<file path="config.mk">
export PLATFORM = sky130hd
export DESIGN_NAME = hd_link_phy
export DESIGN_NICKNAME = d
export VERILOG_FILES = /design/src/rtl/hd_link_pkg.sv /design/src/rtl/hd_link_rx.sv /design/src/rtl/hd_link_tx.sv /design/src/rtl/hd_link_ctrl.sv /design/src/rtl/hd_link_phy.sv
export SDC_FILE = /design/constraint.sdc
export NUM_CORES = 1
export LEC_CHECK = 0
export CAP_MARGIN = 25
export CORE_MARGIN = 2
export CORE_UTILIZATION = 48
export CTS_BUF_LIST = sky130_fd_sc_hd__clkbuf_8 sky130_fd_sc_hd__clkbuf_16
export CTS_CLUSTER_DIAMETER = 150
export DETAILED_ROUTE_END_ITERATION = 6
export GPL_TIMING_DRIVEN = 0
export PLACE_DENSITY = 0.73
export SYNTH_ARGS = -nofsm -noshare
export SYNTH_HDL_FRONTEND = slang
export SYNTH_SLANG_ARGS = --single-unit
</file>
<file path="constraint.sdc">
create_clock -name clk_i -period 1.7 [get_ports clk_i]
set_input_delay 0.17 -clock clk_i [delete_from_list [all_inputs] [get_ports clk_i]]
set_output_delay 0.17 -clock clk_i [all_outputs]
set_load 0.02 [all_outputs]
</file>
<file path="src/rtl/hd_link_pkg.sv">
package hd_link_pkg;
  localparam int DATA_W  = 8;
  localparam int FRAME_W = DATA_W + 4;
  localparam int CNT_W   = $clog2(FRAME_W + 1);

  // line order: start, data lsb-first, even parity, two stops
  function automatic logic [FRAME_W-1:0] build_frame(input logic [DATA_W-1:0] d);
    build_frame = {2'b11, ^d, d, 1'b0};
  endfunction
endpackage

</file>
<file path="src/rtl/hd_link_rx.sv">
module hd_link_rx
  import hd_link_pkg::*;
(
  input  logic              clk_i,
  input  logic              rst_ni,
  input  logic              en_i,
  input  logic              line_i,
  output logic              done_o,
  output logic [DATA_W-1:0] data_o,
  output logic              frame_err_o,
  output logic              parity_err_o,
  output logic              break_o
);
  localparam logic [CNT_W-1:0] PAR_IDX   = CNT_W'(DATA_W);
  localparam logic [CNT_W-1:0] STOP1_IDX = CNT_W'(DATA_W + 1);

  logic              busy_q, par_q, pbit_q, stop1_q, ones_q;
  logic              done_q, ferr_q, perr_q, brk_q;
  logic [CNT_W-1:0]  cnt_q;
  logic [DATA_W-1:0] sh_q;

  always_ff @(posedge clk_i or negedge rst_ni) begin
    if (!rst_ni) begin
      busy_q  <= 1'b0;
      cnt_q   <= '0;
      sh_q    <= '0;
      par_q   <= 1'b0;
      pbit_q  <= 1'b0;
      stop1_q <= 1'b0;
      ones_q  <= 1'b0;
      done_q  <= 1'b0;
      ferr_q  <= 1'b0;
      perr_q  <= 1'b0;
      brk_q   <= 1'b0;
    end else begin
      done_q <= 1'b0;
      if (!en_i) begin
        busy_q <= 1'b0;
      end else if (!busy_q) begin
        if (!line_i) begin
          busy_q <= 1'b1;
          cnt_q  <= '0;
          par_q  <= 1'b0;
          ones_q <= 1'b0;
        end
      end else begin
        ones_q <= ones_q | line_i;
        cnt_q  <= cnt_q + 1'b1;
        if (cnt_q < PAR_IDX) begin
          sh_q  <= {line_i, sh_q[DATA_W-1:1]};
          par_q <= par_q ^ line_i;
        end else if (cnt_q == PAR_IDX) begin
          pbit_q <= line_i;
        end else if (cnt_q == STOP1_IDX) begin
          stop1_q <= line_i;
        end else begin
          busy_q <= 1'b0;
          done_q <= 1'b1;
          brk_q  <= ~(ones_q | line_i);
          ferr_q <= ~stop1_q | ~line_i;
          perr_q <= par_q ^ pbit_q;
        end
      end
    end
  end

  assign done_o       = done_q;
  assign data_o       = sh_q;
  assign frame_err_o  = ferr_q;
  assign parity_err_o = perr_q;
  assign break_o      = brk_q;
endmodule

</file>
<file path="src/rtl/hd_link_tx.sv">
module hd_link_tx
  import hd_link_pkg::*;
(
  input  logic              clk_i,
  input  logic              rst_ni,
  input  logic              load_i,
  input  logic [DATA_W-1:0] data_i,
  input  logic              line_i,
  output logic              busy_o,
  output logic              coll_o,
  output logic              line_o,
  output logic              oe_o
);
  localparam logic [CNT_W-1:0] LAST_IDX = CNT_W'(FRAME_W - 1);

  logic [FRAME_W-1:0] sr_q;
  logic [CNT_W-1:0]   cnt_q;
  logic               busy_q, coll_q;
  logic               drv_oe_q, drv_bit_q;

  always_ff @(posedge clk_i or negedge rst_ni) begin
    if (!rst_ni) begin
      sr_q   <= '1;
      cnt_q  <= '0;
      busy_q <= 1'b0;
      coll_q <= 1'b0;
    end else begin
      coll_q <= 1'b0;
      if (load_i) begin
        sr_q   <= build_frame(data_i);
        cnt_q  <= '0;
        busy_q <= 1'b1;
      end else if (busy_q && drv_oe_q) begin
        if (drv_bit_q && !line_i) begin
          busy_q <= 1'b0;
          coll_q <= 1'b1;
        end else begin
          sr_q  <= {1'b1, sr_q[FRAME_W-1:1]};
          cnt_q <= cnt_q + 1'b1;
          if (cnt_q == LAST_IDX) busy_q <= 1'b0;
        end
      end
    end
  end

  // launch on falling edge, stable at the sampling edge
  always_ff @(negedge clk_i or negedge rst_ni) begin
    if (!rst_ni) begin
      drv_oe_q  <= 1'b0;
      drv_bit_q <= 1'b1;
    end else begin
      drv_oe_q  <= busy_q;
      drv_bit_q <= sr_q[0];
    end
  end

  assign busy_o = busy_q;
  assign coll_o = coll_q;
  assign line_o = drv_bit_q;
  assign oe_o   = drv_oe_q & busy_q;  // busy drop cuts the driver at once
endmodule

</file>
<file path="src/rtl/hd_link_ctrl.sv">
module hd_link_ctrl (
  input  logic clk_i,
  input  logic rst_ni,
  input  logic tx_mode_i,
  input  logic tx_valid_i,
  input  logic tx_busy_i,
  input  logic coll_i,
  input  logic rx_done_i,
  input  logic rx_ferr_i,
  input  logic rx_perr_i,
  input  logic rx_brk_i,
  output logic rx_en_o,
  output logic tx_load_o,
  output logic tx_ready_o,
  output logic rx_valid_o,
  output logic err_frame_o,
  output logic err_parity_o,
  output logic err_break_o,
  output logic hold_o
);
  logic hold_q;
  logic good_done;

  assign good_done    = rx_done_i & ~rx_brk_i & ~hold_q;
  assign rx_valid_o   = good_done & ~rx_ferr_i & ~rx_perr_i;
  assign err_frame_o  = good_done & rx_ferr_i;
  assign err_parity_o = good_done & rx_perr_i;
  assign err_break_o  = rx_done_i & rx_brk_i;

  assign rx_en_o    = (~tx_mode_i | hold_q) & ~tx_busy_i;
  assign tx_ready_o = tx_mode_i & ~tx_busy_i & ~coll_i & ~hold_q;
  assign tx_load_o  = tx_valid_i & tx_ready_o;

  always_ff @(posedge clk_i or negedge rst_ni) begin
    if (!rst_ni) hold_q <= 1'b0;
    else if (err_break_o) hold_q <= 1'b0;
    else if (err_frame_o || err_parity_o || coll_i) hold_q <= 1'b1;
  end

  assign hold_o = hold_q;
endmodule

</file>
<file path="src/rtl/hd_link_phy.sv">
module hd_link_phy
  import hd_link_pkg::*;
(
  input  logic              clk_i,
  input  logic              rst_ni,
  input  logic              line_i,
  output logic              line_o,
  output logic              line_oe_o,
  input  logic              tx_mode_i,
  input  logic [DATA_W-1:0] tx_data_i,
  input  logic              tx_valid_i,
  output logic              tx_ready_o,
  output logic [DATA_W-1:0] rx_data_o,
  output logic              rx_valid_o,
  output logic              err_frame_o,
  output logic              err_parity_o,
  output logic              err_break_o,
  output logic              err_collision_o,
  output logic              link_hold_o
);
  logic rx_en, rx_done, rx_ferr, rx_perr, rx_brk;
  logic tx_load, tx_busy, tx_coll;

  hd_link_rx u_rx (
    .clk_i        (clk_i),
    .rst_ni       (rst_ni),
    .en_i         (rx_en),
    .line_i       (line_i),
    .done_o       (rx_done),
    .data_o       (rx_data_o),
    .frame_err_o  (rx_ferr),
    .parity_err_o (rx_perr),
    .break_o      (rx_brk)
  );

  hd_link_tx u_tx (
    .clk_i  (clk_i),
    .rst_ni (rst_ni),
    .load_i (tx_load),
    .data_i (tx_data_i),
    .line_i (line_i),
    .busy_o (tx_busy),
    .coll_o (tx_coll),
    .line_o (line_o),
    .oe_o   (line_oe_o)
  );

  hd_link_ctrl u_ctrl (
    .clk_i        (clk_i),
    .rst_ni       (rst_ni),
    .tx_mode_i    (tx_mode_i),
    .tx_valid_i   (tx_valid_i),
    .tx_busy_i    (tx_busy),
    .coll_i       (tx_coll),
    .rx_done_i    (rx_done),
    .rx_ferr_i    (rx_ferr),
    .rx_perr_i    (rx_perr),
    .rx_brk_i     (rx_brk),
    .rx_en_o      (rx_en),
    .tx_load_o    (tx_load),
    .tx_ready_o   (tx_ready_o),
    .rx_valid_o   (rx_valid_o),
    .err_frame_o  (err_frame_o),
    .err_parity_o (err_parity_o),
    .err_break_o  (err_break_o),
    .hold_o       (link_hold_o)
  );

  assign err_collision_o = tx_coll;
endmodule

</file>
# Word level (Yosys, flattened, before mapping)
# Cells that the tools add are included.
[totals] register_bits=42 latchBits=0 mem_bits_rw=0 mem_bits_ro=0 input_bits=13 out_inout_bits=17 elab_cells=107 n_memories=0
[classes] n_addsub=2 n_mul=0 div_mod_pow=0 order_cmp=1 eq_ne=6 shifts=0 muxes=32 n_bitwise=31 reduce_logical=17
[op_table] cell="$mux W12" count=3
[op_table] cell="$mux W1" count=24
[op_table] cell="$mux W4" count=5
[op_table] cell="$and A1 B1 Y1" count=13
[op_table] cell="$not A1 Y1" count=13
[op_table] cell="$eq A4 B4 Y1 const B" count=3
[op_table] cell="$reduce_and A5 Y1" count=2
[op_table] cell="$add A4 B1 Y4 const B" count=2
[op_table] cell="$reduce_xor A8 Y1" count=1
[op_table] cell="$reduce_and A2 Y1" count=3
[op_table] cell="$reduce_and A3 Y1" count=2
[op_table] cell="$lt A4 B4 Y1 const B" count=1
[op_table] cell="$ne A2 B2 Y1 const B" count=2
[op_table] cell="$reduce_and A4 Y1" count=1
[op_table] cell="$reduce_bool A2 Y1" count=2
[op_table] cell="$or A1 B1 Y1" count=3
[op_table] cell="$reduce_bool A3 Y1" count=1
[op_table] cell="$logic_and A1 B1 Y1" count=2
[op_table] cell="$logic_or A1 B1 Y1" count=2
[op_table] cell="$ne A2 B1 Y1 const B" count=1
[op_table] cell="$xor A1 B1 Y1" count=2
[op_table] cell="$logic_not A1 Y1" count=1

# Depth between registers and ports, before layout
# Gate-level depths: netlist of run 1.
[logic_depth] ltp_word=8 ltp_mapped=6 depth_no_buf=6

# Modules after synthesis
# From an unflattened synthesis of run 1, not the netlist that was laid out.
[unflattened] cells_unflattened=167 hier_area_um2=1931.9
[by_module_without_submodules] module="hd_link_rx" instances=1 cells_each=75 area_each_um2=945.9 seq_area_each_um2=525.5
[by_module_without_submodules] module="hd_link_tx" instances=1 cells_each=79 area_each_um2=878.3 seq_area_each_um2=464.2
[by_module_without_submodules] module="hd_link_ctrl" instances=1 cells_each=13 area_each_um2=107.6 seq_area_each_um2=25.0

==> impl_metrics.env, run 1 <==
export IMPL_synth_top_area_cell="dfrtp_1"
export IMPL_hold_violations=5
export IMPL_required_ps=1880
export IMPL_fin_crit_sh_pct=125
export IMPL_start_util_pct=50.8
export IMPL_die_area_um2=4480
export IMPL_placementRows=22
export IMPL_syn_cell_area_um2=1900
export IMPL_area_growth_pct=32.0
export IMPL_drive_above_1_share_pct=30.0
export IMPL_grt_remaining_overflow=0
export IMPL_ant_nets=0
export IMPL_antenna_found_initial=0
export IMPL_power_total_uw=4090
export IMPL_violations="negative hold slack, negative setup slack"
export IMPL_drt_wl_total_um=4000
export IMPL_top_level_ports=30
export IMPL_avgSynthCellArea_um2=11.1
export IMPL_synth_edf_count=0
export IMPL_place_inst=248
export IMPL_htree_levels=2
export IMPL_status="finished, violations left"
export IMPL_cts_buffer_depth=2
export IMPL_grt_total_usage_pct=19.7
export IMPL_drv_slew=0
export IMPL_vias=1443
export IMPL_synth_nets=188
export IMPL_cp_arrival_ps=2310
export IMPL_synth_top_area_share_pct=36.8
export IMPL_powerDensity_nw_per_um2=1630
export IMPL_cts_tree="built"
export IMPL_dr_wl_met2_um=2040
export IMPL_highest_layer="met4"
export IMPL_p_leak_uw=0.00109
export IMPL_slowest_stage="dfstp_2"
export IMPL_cp_end_kind="flop"
export IMPL_synth_seq_cells=40
export IMPL_wl_per_cell_um=15.1
export IMPL_startpoint_type="flop"
export IMPL_antenna_cells=0
export IMPL_dp_hpwl_um=2570
export IMPL_rsz0062_at_grt="yes"
export IMPL_drc=0
export IMPL_portBuffers=29
export IMPL_grt_pass1_vias=1445
export IMPL_min_period_ps=2130
export IMPL_finalNetCount=233
export IMPL_synth_yosys_warnings=0
export IMPL_async_reset_ff_share_pct=100
export IMPL_cts_root_buf="clkbuf_8"
export IMPL_clk_latency_ps=340
export IMPL_synth_distinct_cells=34
export IMPL_critPathMaxStageDelay_ps=540
export IMPL_hold_path_class="primary input to asynchronous set/reset pin"
export IMPL_first_pass_iters=4
export IMPL_ys_seq_area_share_pct=53.4
export IMPL_worstMarginPinSlew_ps=849
export IMPL_finalHoldWorstSlack_ps=-13.0
export IMPL_skew_ps=60.4
export IMPL_grt_max_degree=41
export IMPL_place_worst_setup_slack_ps=-486
export IMPL_wl_met1_um=1750
export IMPL_yosys_top_cells_area="dfrtp_1, dfstp_2, mux2_2"
export IMPL_drtIter0Drc=49
export IMPL_path_max_fanout=5
export IMPL_setup_violations=19
export IMPL_drv_cap=0
export IMPL_fp_dieH_um=66.9
export IMPL_relSlewSlack_pct=43.4
export IMPL_setup_ws_ps=-426
export IMPL_path_cells="nor2b_4 > nor2_4 > buf_2 > xnor2_1 > nor2_1"
export IMPL_wl_met3_um=160
export IMPL_place_gp_congestion=0.918
export IMPL_n_fill_cell=301
export IMPL_cts_made_buffers=5
export IMPL_worstSetupPathType="flop to flop"
export IMPL_core_area_um2=3740
export IMPL_die_x_um=66.9
export IMPL_fmax_mhz=473
export IMPL_clk_pin_slew_worst_paths_ps=70
export IMPL_synth_ff_type="dfrtp_1"
export IMPL_clock_sinks=40
export IMPL_finalNonFillerCells=265
export IMPL_grt_first_pass_wirelength_um=6450
export IMPL_peakVddDrop_mv=1.01
export IMPL_drt_vias_per_instance=5.45
export IMPL_syn_inst=171
sequential cells by signal, summed over array words and instances (netlist names):
| name | flops |
|---|---|
| u_rx.ones_q | 1 |
| u_rx.done_o | 1 |
| u_rx.par_q | 1 |
| u_tx.sr_q | 10 |
| u_tx.coll_o | 1 |
| u_rx.stop1_q | 1 |
| u_rx.parity_err_o | 1 |
| u_rx.pbit_q | 1 |
| u_tx.busy_o | 1 |
| u_tx.drv_oe_q | 1 |
| u_rx.frame_err_o | 1 |
| u_tx.cnt_q | 4 |
| u_ctrl.hold_o | 1 |
| u_tx.line_o | 1 |
| u_rx.busy_q | 1 |
| u_rx.break_o | 1 |
| u_rx.data_o | 8 |
| u_rx.cnt_q | 4 |
synthesized netlist by cell type (all sizes together) (3+ instances only):
cell / count
a21oi: 5
and2: 4
buf: 3
dfrtp: 28
dfstp: 11
ha: 4
inv: 10
mux2: 13
mux2i: 8
nand2: 14
nand3: 4
nor2: 13
nor3: 3
o21ai: 19
xnor2: 9
layout make-up:
type	instances	area, µm²	area share (%)
plain buffers	4	30.0	1.20
clock buffers	6	82.6	3.29
clock inverters	3	11.3	0.448
well taps	48	60.1	2.39
flip-flops and latches	40	1020	40.5
inverters	9	33.8	1.35
repair buffers	38	358	14.3
multi-input cells	117	920	36.6
worst max-delay path: cells and delay by family (launching register included):
kind,cells,cell delay (ps)
xor+xnor,1,140
buf+inv,1,160
flops,1,540
simple gates,3,270
power breakdown:
| group | switching [µW] | internal, µW | leakage, µW |
|---|---|---|---|
| clock | 300 | 322 | 0.0000591 |
| sequential | 343 | 1400 | 0.000490 |
| combinational | 850 | 870 | 0.000536 |
| total | 1490 | 2600 | 0.00109 |
path summary, 6_finish.rpt:
| path | slack (ps) | to | cells after the start | from |
|---|---|---|---|---|
| worst min-delay path | -10 | u_tx.cnt_q[1] | 1 | rst_ni |
| worst max register to register | -430 | u_tx.cnt_q[0] | 5 | u_tx.line_o |
| worst min register to register | 500 | u_tx.sr_q[2] | 2 | u_tx.sr_q[2] |
| max in group asynchronous | 430 | u_tx.drv_oe_q | 1 | rst_ni |
| worst max-delay path | -430 | u_tx.cnt_q[0] | 5 | u_tx.line_o |
| min in group clk_i | 440 | u_tx.sr_q[1] | 3 | tx_data_i[0] |
cells in the final DEF, fill, tap and decap left out, types with 3 or more instances in the layout:
cell type | netlist | routed
buf_4 | 3 | 9
nand3_1 | 4 | 3
nor2_1 | 13 | 10
mux2_2 | 13 | 10
nand2_1 | 14 | 13
ha_1 | 4 | 3
mux2i_1 | 8 | 8
o21ai_1 | 0 | 12
a21oi_1 | 5 | 5
buf_6 | 0 | 4
dfstp_2 | 11 | 11
mux2_4 | 0 | 3
and2_1 | 4 | 4
inv_1 | 10 | 10
o21ai_0 | 19 | 7
clkdlybuf4s50_1 | 0 | 22
dfrtp_1 | 28 | 27
xnor2_1 | 9 | 9
clkbuf_8 | 0 | 6
routing by layer:
layer  GRT usage (%)  vias to the layer above
met5               0                        -
met1            24.3                      727
met2            32.9                       35
met4            9.95                        0
li1                -                      675
met3            3.55                        6
repair_timing:
action	CTS	global route
setup endpoints to repair	33	33
pin swaps	4	3
resized for setup	24	20
hold endpoints to repair	0	0
cloned	1	0
buffers inserted	5	3
hold buffers	0	0
logic make-up (layout without fill, tap and decap cells):
group                      after synthesis  count (layout)  share of synthesized area, %
AOI/OAI and AO/OA                       33              33                          11.4
xor gates and xnor gates                11              11                          5.07
adders and majority gates                4               4                          2.63
buffers and inverters                   14              60                          3.36
DFF                                     40              40                          53.4
muxes                                   21              21                          11.9
and+or+nand+nor                         48              48                          12.3
per-stage QoR:
step	setup TNS, ps	instance area [µm²]	hold WS (ps)	utilization (%)
final	-7080	2510	-13.0	67.1
after global routing	-8180	2510	43.3	67.1
after CTS	-6760	2430	4.49	64.8
after detailed placement	-9690	2270	324	60.6
after global placement	-22720	2270	482	60.8
after floorplan	-5110	1920	-126	-
(Power assumes the default switching activity.)
==> run 2, diff against run 1 <==
CAP_MARGIN = 15   (was 25)
CORE_ASPECT_RATIO = 0.75   (was unset)
==> run 2 against run 1 <==
Against the previous run:
- the flow finishes with violations (negative setup slack)
- count of clock-buffer cells in the layout down 1
- critical path depth is the same
- wire length down 1.1%
- sequential cell count unchanged
- die area grew 0.12%
- first-iteration DRC count grew 31%
- design area is essentially flat
- total power is 0.29% lower
- non-clock buffer count stayed put
- setup slack worse by 4.1 ps
- sequential share of layout area increased by 0.070 points
- via count down 2.8%
- largest cell class unchanged
==> impl_metrics.env, run 2 (synthesis results as in run 1) <==
export IMPL_critPathMaxStageDelay_ps=520
export IMPL_dp_hpwl_um=2870
export IMPL_violations="negative setup slack"
export IMPL_cts_made_buffers=5
export IMPL_hold_path_class="primary input to asynchronous set/reset pin"
export IMPL_setup_ws_ps=-430
export IMPL_largest_register_ffs=10
export IMPL_grt_total_usage_pct=19.3
export IMPL_final_cell_mix="dfrtp_1, clkdlybuf4s50_1, mux2_2"
export IMPL_portBuffers=29
export IMPL_grt_max_degree=41
export IMPL_drv_slew=0
export IMPL_r2r_start="u_tx.line_o"
export IMPL_clk_latency_ps=330
export IMPL_grt_remaining_overflow=0
export IMPL_die_area_um2=4490
export IMPL_drc=0
export IMPL_hold_violations=0
export IMPL_top_level_ports=30
export IMPL_final_util_pct=67.2
export IMPL_relSlewSlack_pct=42.7
export IMPL_power_total_uw=4080
export IMPL_setup_violations=18
export IMPL_fp_dieH_um=58.5
export IMPL_finalNetCount=233
export IMPL_cp_arrival_ps=2340
export IMPL_cts_hold_buf=0
export IMPL_clock_sinks=40
export IMPL_r2r_cells=5
export IMPL_rsz0062_at_grt="yes"
export IMPL_antenna_cells=0
export IMPL_startpoint="u_tx.line_o"
export IMPL_cts_buffer_depth=2
export IMPL_status="finished, violations left"
export IMPL_rr_endpoint="u_tx.sr_q[8]"
export IMPL_skew_ps=58.3
export IMPL_required_ps=1910
export IMPL_cts_tree="built"
export IMPL_path_max_fanout=5
export IMPL_start_util_pct=51.0
export IMPL_drt_wl_total_um=3960
export IMPL_vias=1402
export IMPL_cp_end_kind="flop"
export IMPL_drt_vias_per_instance=5.21
export IMPL_placementRows=19
export IMPL_core_area_um2=3730
export IMPL_wl_per_cell_um=14.7
export IMPL_antenna_found_initial=0
export IMPL_layout_commonest_cell="dfrtp_1"
export IMPL_ff2ff_setup_slack_ps=-430
export IMPL_worstSetupPathType="flop to flop"
export IMPL_clk_pin_slew_worst_paths_ps=70
export IMPL_place_gp_congestion=0.958
export IMPL_area_growth_pct=32.0
export IMPL_place_inst=252
export IMPL_grt_first_pass_wirelength_um=6700
export IMPL_cts_root_buf="clkbuf_8"
export IMPL_p_leak_uw=0.00107
export IMPL_startpoint_type="flop"
export IMPL_powerDensity_nw_per_um2=1620
export IMPL_slowest_stage="dfstp_2"
export IMPL_worstMarginPinSlew_ps=860
export IMPL_grt_pass1_vias=1442
export IMPL_die_x_um=76.7
export IMPL_regMostFlops="u_tx.sr_q"
export IMPL_crit_family="flip-flops"
export IMPL_ant_nets=0
export IMPL_worst_path_buf_inv=1
export IMPL_drive_above_1_share_pct=30.0
export IMPL_first_pass_iters=4
export IMPL_drtIter0Drc=64
export IMPL_peakVddDrop_mv=0.890
export IMPL_htree_levels=2
export IMPL_drv_cap=0
export IMPL_finalNonFillerCells=269
export IMPL_path_cells="nor2b_4 > nor2_4 > buf_8 > mux2i_1 > o21ai_1"
[run 2: layout make-up]
cell class              count  area, µm²
clock buffers               5       68.8
flip-flops and latches     40       1020
plain buffers               4       33.8
well taps                  52       65.1
clock inverters             4       15.0
repair buffers             38        370
multi-input cells         117        906
inverters                   9       33.8
fillers                   305       1220
[run 2: worst reg2reg max path, stage by stage (launching register included)]
cell	delay, ps
dfstp_2	520
nor2b_4	170
nor2_4	70
buf_8	140
mux2i_1	110
o21ai_1	140
[run 2: timing repair]
action,in CTS,in global routing
cloned,1,0
buffers inserted,5,3
pin swaps,5,5
endpoints found under the setup margin,33,30
gates resized for setup,33,13
hold endpoints to repair,0,0
[run 2: worst max-delay path by stage]
stage | cells after the start | slack [ps] | to
5_1_grt | 5 | -520 | u_tx.cnt_q[3]
6_report | 5 | -430 | u_tx.sr_q[8]
3_3_place_gp | 1 | -1170 | u_tx.drv_oe_q
3_5_place_dp | 3 | -510 | line_oe_o
2_1_floorplan | 5 | -400 | u_tx.sr_q[1]
4_1_cts | 5 | -440 | u_tx.sr_q[8]
[run 2: layer usage]
metal  wire [µm]  track usage (%)  vias to the layer above
met3         132             4.29                        5
li1            -                -                      683
met5           0                0                        -
met4          41             6.49                        0
met2        1820             31.0                       26
met1        1960             26.4                      688
[run 2: power breakdown]
| part | internal, µW | switching (µW) |
|---|---|---|
| clock | 276 | 294 |
| combinational | 900 | 855 |
| sequential | 1410 | 345 |
[run 2: through the flow]
stage | setup WS [ps] | hold slack [ps] | TNS, ps | instance area (µm²)
6_report | -430 | 0.632 | -6770 | 2510
5_1_grt | -521 | 54.6 | -7930 | 2510
4_1_cts | -442 | 17.2 | -6800 | 2460
3_5_place_dp | -508 | 320 | -10660 | 2270
3_3_place_gp | -1170 | 487 | -23930 | 2280
2_1_floorplan | -401 | -126 | -5110 | 1920
